--- src/rtl/sipo_pkg.sv ---
package sipo_pkg;
  // Per-cycle actions that control hands to the datapath
  typedef struct packed {
    logic shift;   // shift-stage advance
    logic store;   // storage-stage load
    logic clear;   // shift-stage clear level
    logic serBit;  // synchronised serial data bit
  } strobe_t;
endpackage

--- src/rtl/sipo_ctrl.sv ---
module sipo_ctrl
  import sipo_pkg::*;
#(
  parameter int SYNC_STAGES = 2
) (
  input  logic    clk,
  input  logic    rstN,
  input  logic    serIn,
  input  logic    shiftClk,
  input  logic    storeClk,
  input  logic    outEnN,
  input  logic    clearN,
  output strobe_t stb,
  output logic    driveOn
);
  // Order of fields: {clearN, outEnN, storeClk, shiftClk, serIn}
  localparam int NSIG = 5;
  localparam logic [NSIG-1:0] IDLE_LEVELS = 5'b11000;
  localparam int TOP = SYNC_STAGES - 1;

  logic [NSIG-1:0] rawIn;
  logic [SYNC_STAGES-1:0][NSIG-1:0] syncChain;
  logic [NSIG-1:0] syncOut;
  logic prevShift;
  logic prevStore;

  assign rawIn = {clearN, outEnN, storeClk, shiftClk, serIn};

  generate
    if (SYNC_STAGES < 2) begin : g_badParam
      initial $error("SYNC_STAGES must be at least 2");
    end
  endgenerate

  always_ff @(posedge clk or negedge rstN) begin
    if (!rstN) begin
      syncChain <= {SYNC_STAGES{IDLE_LEVELS}};
    end else begin
      syncChain <= {syncChain[SYNC_STAGES-2:0], rawIn};
    end
  end

  assign syncOut = syncChain[TOP];

  always_ff @(posedge clk or negedge rstN) begin
    if (!rstN) begin
      prevShift <= 1'b0;
      prevStore <= 1'b0;
    end else begin
      prevShift <= syncOut[1];
      prevStore <= syncOut[2];
    end
  end

  always_comb begin
    stb.serBit = syncOut[0];
    stb.shift  = syncOut[1] & ~prevShift;
    stb.store  = syncOut[2] & ~prevStore;
    stb.clear  = ~syncOut[4];
    driveOn    = ~syncOut[3];
  end
endmodule

--- src/rtl/sipo_datapath.sv ---
module sipo_datapath
  import sipo_pkg::*;
#(
  parameter int WIDTH = 8
) (
  input  logic             clk,
  input  logic             rstN,
  input  strobe_t          stb,
  input  logic             driveOn,
  output logic [WIDTH-1:0] shiftQ,
  output logic [WIDTH-1:0] parOut,
  output logic [WIDTH-1:0] parDrvEn,
  output logic             cascadeOut
);
  localparam int MSB = WIDTH - 1;

  logic [WIDTH-1:0] storeQ;

  // Shift stage: clear dominates, then advance
  always_ff @(posedge clk or negedge rstN) begin
    if (!rstN) begin
      shiftQ <= '0;
    end else if (stb.clear) begin
      shiftQ <= '0;
    end else if (stb.shift) begin
      shiftQ <= {shiftQ[MSB-1:0], stb.serBit};
    end
  end

  // Storage stage samples the pre-shift value on a coincident edge
  always_ff @(posedge clk or negedge rstN) begin
    if (!rstN) begin
      storeQ <= '0;
    end else if (stb.store) begin
      storeQ <= shiftQ;
    end
  end

  genvar i;
  generate
    for (i = 0; i < WIDTH; i++) begin : g_line
      assign parOut[i]   = storeQ[i];
      assign parDrvEn[i] = driveOn;
    end
  endgenerate

  assign cascadeOut = shiftQ[MSB];
endmodule

--- src/rtl/sipo_latch_reg.sv ---
module sipo_latch_reg
  import sipo_pkg::*;
#(
  parameter int WIDTH       = 8,
  parameter int SYNC_STAGES = 2
) (
  input  logic             clk,
  input  logic             rstN,
  input  logic             serIn,
  input  logic             shiftClk,
  input  logic             storeClk,
  input  logic             outEnN,
  input  logic             clearN,
  output logic [WIDTH-1:0] parOut,
  output logic [WIDTH-1:0] parDrvEn,
  output logic             cascadeOut
);
  strobe_t          stb;
  logic             driveOn;
  logic [WIDTH-1:0] shiftQ;

  sipo_ctrl #(.SYNC_STAGES(SYNC_STAGES)) u_ctrl (
    .clk     (clk),
    .rstN    (rstN),
    .serIn   (serIn),
    .shiftClk(shiftClk),
    .storeClk(storeClk),
    .outEnN  (outEnN),
    .clearN  (clearN),
    .stb     (stb),
    .driveOn (driveOn)
  );

  sipo_datapath #(.WIDTH(WIDTH)) u_dp (
    .clk       (clk),
    .rstN      (rstN),
    .stb       (stb),
    .driveOn   (driveOn),
    .shiftQ    (shiftQ),
    .parOut    (parOut),
    .parDrvEn  (parDrvEn),
    .cascadeOut(cascadeOut)
  );
endmodule

--- config.mk ---
export PLATFORM = sky130hd
export DESIGN_NAME = sipo_latch_reg
export DESIGN_NICKNAME = d
export VERILOG_FILES = /design/src/rtl/sipo_pkg.sv /design/src/rtl/sipo_ctrl.sv /design/src/rtl/sipo_datapath.sv /design/src/rtl/sipo_latch_reg.sv
export SDC_FILE = /design/constraint.sdc
export NUM_CORES = 1
export LEC_CHECK = 0
export ABC_AREA = 1
export CORE_AREA = 5 5 49 51
export DETAILED_ROUTE_END_ITERATION = 10
export DIE_AREA = 0 0 54 56
export DONT_BUFFER_PORTS = 1
export HOLD_SLACK_MARGIN = 0.06
export PLACE_DENSITY = 0.73
export SYNTH_ARGS = -nofsm -noshare
export SYNTH_HDL_FRONTEND = slang
export SYNTH_SLANG_ARGS = --single-unit
--- constraint.sdc ---
create_clock -name clk -period 1.2 [get_ports clk]
set_clock_uncertainty 0.2 [all_clocks]
set_input_delay 0.06 -clock clk [delete_from_list [all_inputs] [get_ports clk]]
set_output_delay 0.06 -clock clk [all_outputs]
set_load 0.05 [all_outputs]
# ---- Yosys cells after proc, flatten, opt, wreduce, memory -nomap -nowiden
# Cells that the tools add are included.
dict set report op_classes {
  bitwise_logic 5
  n_eq_ne 1
  mux 2
}
# cell n
set op_table {}
lappend op_table {{$mux 8} 2}
lappend op_table {{$not 1->1} 3}
lappend op_table {{$and 1x1->1} 2}
lappend op_table {{$ne 2x2->1 const B} 1}
dict set report word_totals {
  output_inout_bits 17
  reg_bits 28
  wordCells 14
}

# ---- Longest topological paths before layout
# Gate-level depths: netlist of run 1.
dict set report depth {
  depth_word 4
  mapped_depth 5
  depth_no_buf 4
}

# ---- By module
# From an unflattened synthesis of run 1, not the netlist that was laid out.
dict set report unflattened {
  hier_cells 96
  hier_area_um2 1054.8
}
# module instances area_each_um2 cells_each
set by_module_without_submodules {}
lappend by_module_without_submodules {sipo_datapath 1 714.4 77}
lappend by_module_without_submodules {sipo_ctrl 1 340.3 19}

# ---- Worst setup path before layout of run 1
# OpenSTA, ideal clock, no wires.
dict set report synth_timing {
  path_kind {register to register}
  start {register u_dp.shiftQ[7] (netlist name)}
  end {register u_dp.shiftQ[7]}
  slack_ps 77
  arrival_time_ps 858
  required_time_ps 935
  path_buffers 0
  synth_period_minus_slack_ps 1123
  stages_incl_launch_ff 5
  path_cell_list {dfrtp_1 > nand2_1 > inv_1 > nand2_1 > nand2_1}
}
# element line_no
set synth_lines {}
lappend synth_lines {{to (signal assigned)} sipo_datapath.sv:26} ;# shiftQ <= {shiftQ[MSB-1:0], stb.serBit};
lappend synth_lines {{to (decl)} sipo_datapath.sv:10} ;# output logic [WIDTH-1:0] shiftQ,

# ---- Worst setup path in the final report of run 1
dict set report layout_timing {
  start {register u_ctrl.syncChain, in the netlist u_ctrl.syncOut[3]}
  end {output port parDrvEn[2]}
}
dict set report layout_between {
  elab_chain_len 1
}
# element line_no
set layout_rtl {}
lappend layout_rtl {{from (decl)} sipo_ctrl.sv:22} ;# logic [SYNC_STAGES-1:0][NSIG-1:0] syncChain;
lappend layout_rtl {{from (signal assigned)} sipo_ctrl.sv:37} ;# syncChain <= {SYNC_STAGES{IDLE_LEVELS}};
lappend layout_rtl {{from (signal assigned)} sipo_ctrl.sv:39} ;# syncChain <= {syncChain[SYNC_STAGES-2:0], rawIn};
lappend layout_rtl {{$not 1->1} sipo_ctrl.sv:60} ;# driveOn = ~syncOut[3];
lappend layout_rtl {{to (decl)} sipo_latch_reg.sv:15} ;# output logic [WIDTH-1:0] parDrvEn,
# No other way between the ends.

==> results.md, run 1 <==
## Status
• result of the run: complete, but fails checks
• failing checks: setup timing

## Synth
• top cell type's share of synthesized area: 55.5%
• cells after synthesis: 111
• mean post-synth cell area: 9.75 um2
• Yosys warning total: 0
• Seq cells post-synth: 28
• ranking of synthesized cells by area: dfrtp_1, nand2_1, dfstp_2, buf_4, nand3_1
• cell area after synthesis: 1080 um2
• nets in the synthesized netlist: 118
• Yosys top cell by area: dfrtp_1
• distinct cell type count after synthesis: 10
• sequential element share of the synthesized area: 65.2%

## Timing
• min Tclk post-route: 1.44 ns
• Final Hold Viols: 0
• worst slew margin relative to its limit: 81.4%
• RSZ-0062 raised after global routing: true
• worst hold margin: 0.0900 ns
• final worst setup slack: -0.239 ns
• number of slew-limit violations in the final report: 0
• highest clock rate: 695 MHz
• Slew @ Worst Pin: 0.281 ns
• final setup violation count: 8
• post-route fraction of the period consumed by the critical path: 120%
• setup total negative slack: -1.89 ns

## Global routing
• first-pass GRT wire length: 2.79 mm
• number of global-route vias before repair: 705
• GR Util All Layers: 12.4%
• Overflow after GRT: 0
• number of antenna violations at the first check in global routing: 0
• maximum number of pins on one net before global-route repair: 29

## Cells and area
• share of post-route cells with drive strength above 1: 38.8%
• storage element area: 707 um2
• fill count: 131
• post-layout utilization of the core: 75.5%
• area used by multi-input combinational logic: 293 um2
• signed area change from the synthesized netlist to the final layout: 32.6%
• final net count: 143
• total inserted antenna cells: 0

## Setup path
• worst endpoint data arrival time: 1.18 ns
• endpoint type of the worst setup path: output port
• flop2flop setup slack: 0.01 ns
• nature of the critical path startpoint: flop
• Reg2Reg Capture Point: u_dp.shiftQ[6]
• Crit path largest cell delay: 0.57 ns
• number of buffers and inverters on the critical path: 2
• cells along the critical path: clkinv_4 > buf_16
• FF-to-FF Start: u_ctrl.syncOut[4]
• reg2reg path depth: 5
• data required time at the worst endpoint: 0.94 ns
• Setup CP Type: flop to output port
• Crit-path slowest cell: dfstp_2
• kind of cell with the highest combined delay on the critical path: flip-flops
• largest fanout on the critical path: 6

## Placed design
• placed wire-length estimate after detailed placement: 1.04 mm
• count of buffers from port buffering: 0
• final weighted congestion in routability-driven placement: 0.681

## Job
• reported max-cap violation count: 0

## Floorplan
• die extent in y: 56 um
• Core Region: 1900 um2
• DIE AREA: 3020 um2
• row count: 16
• initial core utilization: 56.9%
• # IOs: 24
• die outline width: 54 um

## Routing
• total DRC errors in the routed layout: 0
• Starting DRT DRC Count: 15
• count of nets left with antenna violations after detail routing: 0
• Final Routed Wirelength: 1.58 mm
• Vias/cell: 4.49
• wire length per cell after detailed routing: 9.84 um
• count of TritonRoute iterations in the first routing pass: 4
• total via count after detailed routing: 723

## Min path
• cell depth of the worst min-delay path: 1
• min-delay worst type: input port to flop
• worst-case hold path end point: u_ctrl.syncChain[2]
• startpoint of the worst hold path: storeClk

## Clock tree
• deepest level of the CTS H-tree: 1
• Num CTS Buffers: 3
• worst skew pair latency: 0.31 ns
• clock transition time at the flip-flop clock pins of the worst setup and hold paths: 0.13 ns
• CTS Buffer Depth: 2
• clock tree from TritonCTS: yes
• clock sink total: 28
• clock tree root buffer cell: clkbuf_4

## Pwr
• cell area power density: 1070 nW/um2
• maximum ir drop on the vdd rail: 0.855 mV
• leakage component of the power: 0.815 nW

kinds of logic after synthesis:
group                  Yosys count  share of synthesized area [%]
buffers and inverters           23                           11.4
DFF                             28                           65.2
and+or+nand+nor                 60                           23.4
worst reg2reg max path, stage by stage (launching register included):
cell and delay (ns):
dfstp_2 0.59, buf_12 0.13, nand2_4 0.04, inv_2 0.06
nand2_2 0.04, nand2_1 0.07
Yosys cell counts, drive strengths merged:
cell type and instances:
nand2 51, dfrtp 24, inv 13, dfstp 4
nor2 1, buf 10, nand3 8
report_power, final:
group          total (W)  switching (W)  leakage, nW  internal, W
clock network   0.000354       0.000236       0.0138     0.000117
registers       0.000996      0.0000204        0.357     0.000976
logic           0.000193       0.000124        0.444    0.0000692
total            0.00154       0.000380        0.815      0.00116
layer usage:
metal	wire [um]	global-route usage, %	vias to the layer above	part of all wire, %
met4	40	6.41	0	2.5
met1	622	13.4	333	39
met2	844	21.1	17	53
met5	0	0	-	0
met3	76	3.22	5	4.8
li1	-	-	368	-
worst max-delay path by stage:
stage                                 to  depth (start not counted)  slack [ns]         startpoint
after floorplan           u_dp.shiftQ[7]                          4        0.08     u_dp.shiftQ[7]
after global placement    u_dp.shiftQ[6]                          4        0.11  u_ctrl.syncOut[4]
after detailed placement  u_dp.shiftQ[4]                          4         0.1  u_ctrl.syncOut[4]
after CTS                    parDrvEn[0]                          2       -0.26  u_ctrl.syncOut[3]
after global routing         parDrvEn[7]                          2       -0.30  u_ctrl.syncOut[3]
final                        parDrvEn[2]                          2       -0.24  u_ctrl.syncOut[3]
stage by stage:
stage,instances,area (um2),power [W],setup slack [ns]
after floorplan,111,1080,0.00113,0.0768
after global placement,139,1140,0.00113,0.109
after detailed placement,139,1140,0.00113,0.0970
after CTS,151,1270,0.00153,-0.255
after global routing,161,1440,0.00163,-0.295
final,161,1440,0.00154,-0.239
area by class of cell:
| type | count | area share, % |
|---|---|---|
| Timing Repair Buffer | 30 | 22.5 |
| Tap cell | 27 | 2.35 |
| Clock buffer | 3 | 1.57 |
| Inverter | 13 | 3.92 |
| Sequential cell | 28 | 49.3 |
| Multi-Input combinational cell | 60 | 20.4 |
cells in the final DEF, fill, tap and decap left out:
master and n:
dfrtp_2 1, clkbuf_4 3, nand3_1 8, buf_6 8, buf_12 2, inv_2 8
dfrtp_1 23, nand2_4 4, buf_16 1, nand2_1 39, dlygate4sd3_1 9, dfstp_2 4
inv_1 3, nor2_4 1, clkinv_4 1, nand2_2 8, inv_4 1, buf_4 10
flip-flops by register name, indices dropped and copies added, names as in the netlist:
register	cells
u_dp.parOut	8
u_dp.shiftQ	8
u_ctrl.syncChain	5
u_ctrl.syncOut	5
u_ctrl.prevShift	1
u_ctrl.prevStore	1
timing repair:
item                                    in CTS  in global routing
endpoints found under the setup margin       8                 29
hold endpoints to repair                    33                  1
gates resized for setup                      1                 31
pin swaps                                    0                  4
buffers inserted                             0                  9
hold buffers                                 9                  1
No activity file was read; power rests on OpenSTA's default activity.
==> inputs of run 2 (changes only) <==
--- a/config.mk
+++ b/config.mk
@@ -12,6 +12,7 @@
 export DONT_BUFFER_PORTS = 1
 export HOLD_SLACK_MARGIN = 0.06
 export PLACE_DENSITY = 0.73
+export RECOVER_POWER = 25
 export SYNTH_ARGS = -nofsm -noshare
 export SYNTH_HDL_FRONTEND = slang
 export SYNTH_SLANG_ARGS = --single-unit
==> run 2 against run 1 <==
Against the previous run: sequential share of layout area is 0.26 points higher; clock power hardly changed; largest cell class unchanged; sequential power hardly changed; fmax hardly changed; the flow still finishes with violations (setup timing); register-to-register slack hardly changed.
==> results.md, run 2 (synthesis results as in run 1) <==
## Status
• result of the run: complete, but fails checks
• failing checks: setup timing

## Clock tree
• worst skew pair latency: 0.31 ns
• clock tree root buffer cell: clkbuf_4
• CTS Buffer Depth: 2
• clock tree from TritonCTS: yes
• Num CTS Buffers: 3
• clock transition time at the flip-flop clock pins of the worst setup and hold paths: 0.13 ns
• deepest level of the CTS H-tree: 1
• clock sink total: 28

## Placed design
• Area after DPL: 1140 um2
• count of buffers from port buffering: 0
• final weighted congestion in routability-driven placement: 0.681
• placed wire-length estimate after detailed placement: 1.04 mm

## Setup path
• largest fanout on the critical path: 6
• endpoint type of the worst setup path: output port
• Setup CP Type: flop to output port
• Crit-path slowest cell: dfstp_2
• nature of the critical path startpoint: flop
• cells along the critical path: clkinv_4 > buf_16
• data required time at the worst endpoint: 0.94 ns
• worst endpoint data arrival time: 1.18 ns
• Crit path largest cell delay: 0.57 ns

## Floorplan
• DIE AREA: 3020 um2
• die extent in y: 56 um
• # IOs: 24
• Core Region: 1900 um2
• initial core utilization: 56.9%
• die outline width: 54 um
• row count: 16

## Job
• reported max-cap violation count: 0

## Pwr
• maximum ir drop on the vdd rail: 0.857 mV
• cell area power density: 1080 nW/um2
• leakage component of the power: 0.812 nW
• post-route total power: 0.00154 W

## Routing
• Vias/cell: 4.50
• total via count after detailed routing: 724
• count of nets left with antenna violations after detail routing: 0
• total DRC errors in the routed layout: 0
• count of TritonRoute iterations in the first routing pass: 4
• Starting DRT DRC Count: 15
• Final Routed Wirelength: 1.59 mm
• wire length per cell after detailed routing: 9.86 um

## Timing
• highest clock rate: 695 MHz
• final worst setup slack: -0.239 ns
• min Tclk post-route: 1.44 ns
• final setup violation count: 8
• RSZ-0062 raised after global routing: true
• post-route fraction of the period consumed by the critical path: 120%
• setup total negative slack: -1.90 ns
• Slew @ Worst Pin: 0.335 ns
• number of slew-limit violations in the final report: 0
• worst slew margin relative to its limit: 77.7%
• Final Hold Viols: 0

## Cells and area
• storage element area: 706 um2
• final net count: 143
• fill count: 132
• total inserted antenna cells: 0
• share of post-route cells with drive strength above 1: 38.1%
• most frequent standard cell in the layout excluding fill and tap cells: nand2_1
• signed area change from the synthesized netlist to the final layout: 31.7%
• commonest cells after routing, fill and taps aside: nand2_1, dfrtp_1, buf_4
• cell area after layout: 1430 um2
• area used by multi-input combinational logic: 293 um2

## Global routing
• number of antenna violations at the first check in global routing: 0
• GR Util All Layers: 12.4%
• maximum number of pins on one net before global-route repair: 29
• first-pass GRT wire length: 2.79 mm
• Overflow after GRT: 0
• number of global-route vias before repair: 705

## Min path
• min-delay worst type: input port to flop

[run 2: metrics by stage]
step,worst slack (ns),hold WS [ns],util [%],std cells
finish,-0.239,0.0903,74.9,161
global route,-0.295,0.0703,74.9,161
CTS,-0.255,0.0602,66.8,151
detailed placement,0.0970,-0.435,60.2,139
global placement,0.109,-0.435,60.2,139
floorplan,0.0768,-0.436,-,111
[run 2: timing repair]
| action | CTS | global route |
|---|---|---|
| setup endpoints to repair | 8 | 29 |
| buffers inserted | 0 | 9 |
| endpoints found under the hold margin | 33 | 1 |
| pin swaps | 0 | 4 |
| gates cloned | 0 | 0 |
| gates resized for setup | 1 | 31 |
| hold buffers | 9 | 1 |
[run 2: area by class of cell]
type | count | share of cell area (%)
timing repair buffer | 30 | 22.0
sequential | 28 | 49.5
inverter | 13 | 3.95
multi-input combinational | 60 | 20.5
tap | 27 | 2.37
clock buffer | 3 | 1.58
[run 2: final timing paths]
path	start	to	slack [ns]	depth (start not counted)
worst min-delay path	storeClk	u_ctrl.syncChain[2]	0.09	1
worst min register to register	u_ctrl.syncChain[2]	u_ctrl.syncOut[2]	0.17	0
min in group asynchronous	rstN	u_ctrl.syncChain[0]	0.49	3
worst max register to register	u_ctrl.syncOut[4]	u_dp.shiftQ[6]	0.02	5
max in group asynchronous	rstN	u_ctrl.syncChain[3]	0.05	3
worst max-delay path	u_ctrl.syncOut[3]	parDrvEn[2]	-0.24	2
[run 2: per-layer routing]
layer	up-vias	global-route usage [%]	wire (um)
met4	0	6.41	40
li1	368	-	-
met1	334	13.4	615
met3	5	3.22	76
met2	17	21.1	856
met5	-	0	0
[run 2: worst max-delay path: cells and delay by family, from the launching register on]
| family | cells | cell delay (ns) |
|---|---|---|
| flops | 1 | 0.57 |
| buf+inv | 2 | 0.29 |
[run 2: report_power, final]
group          switching [W]  internal [W]  total [W]
sequential         0.0000204      0.000975   0.000996
combinational       0.000123     0.0000659   0.000189
clock               0.000236      0.000117   0.000354
total               0.000379       0.00116    0.00154
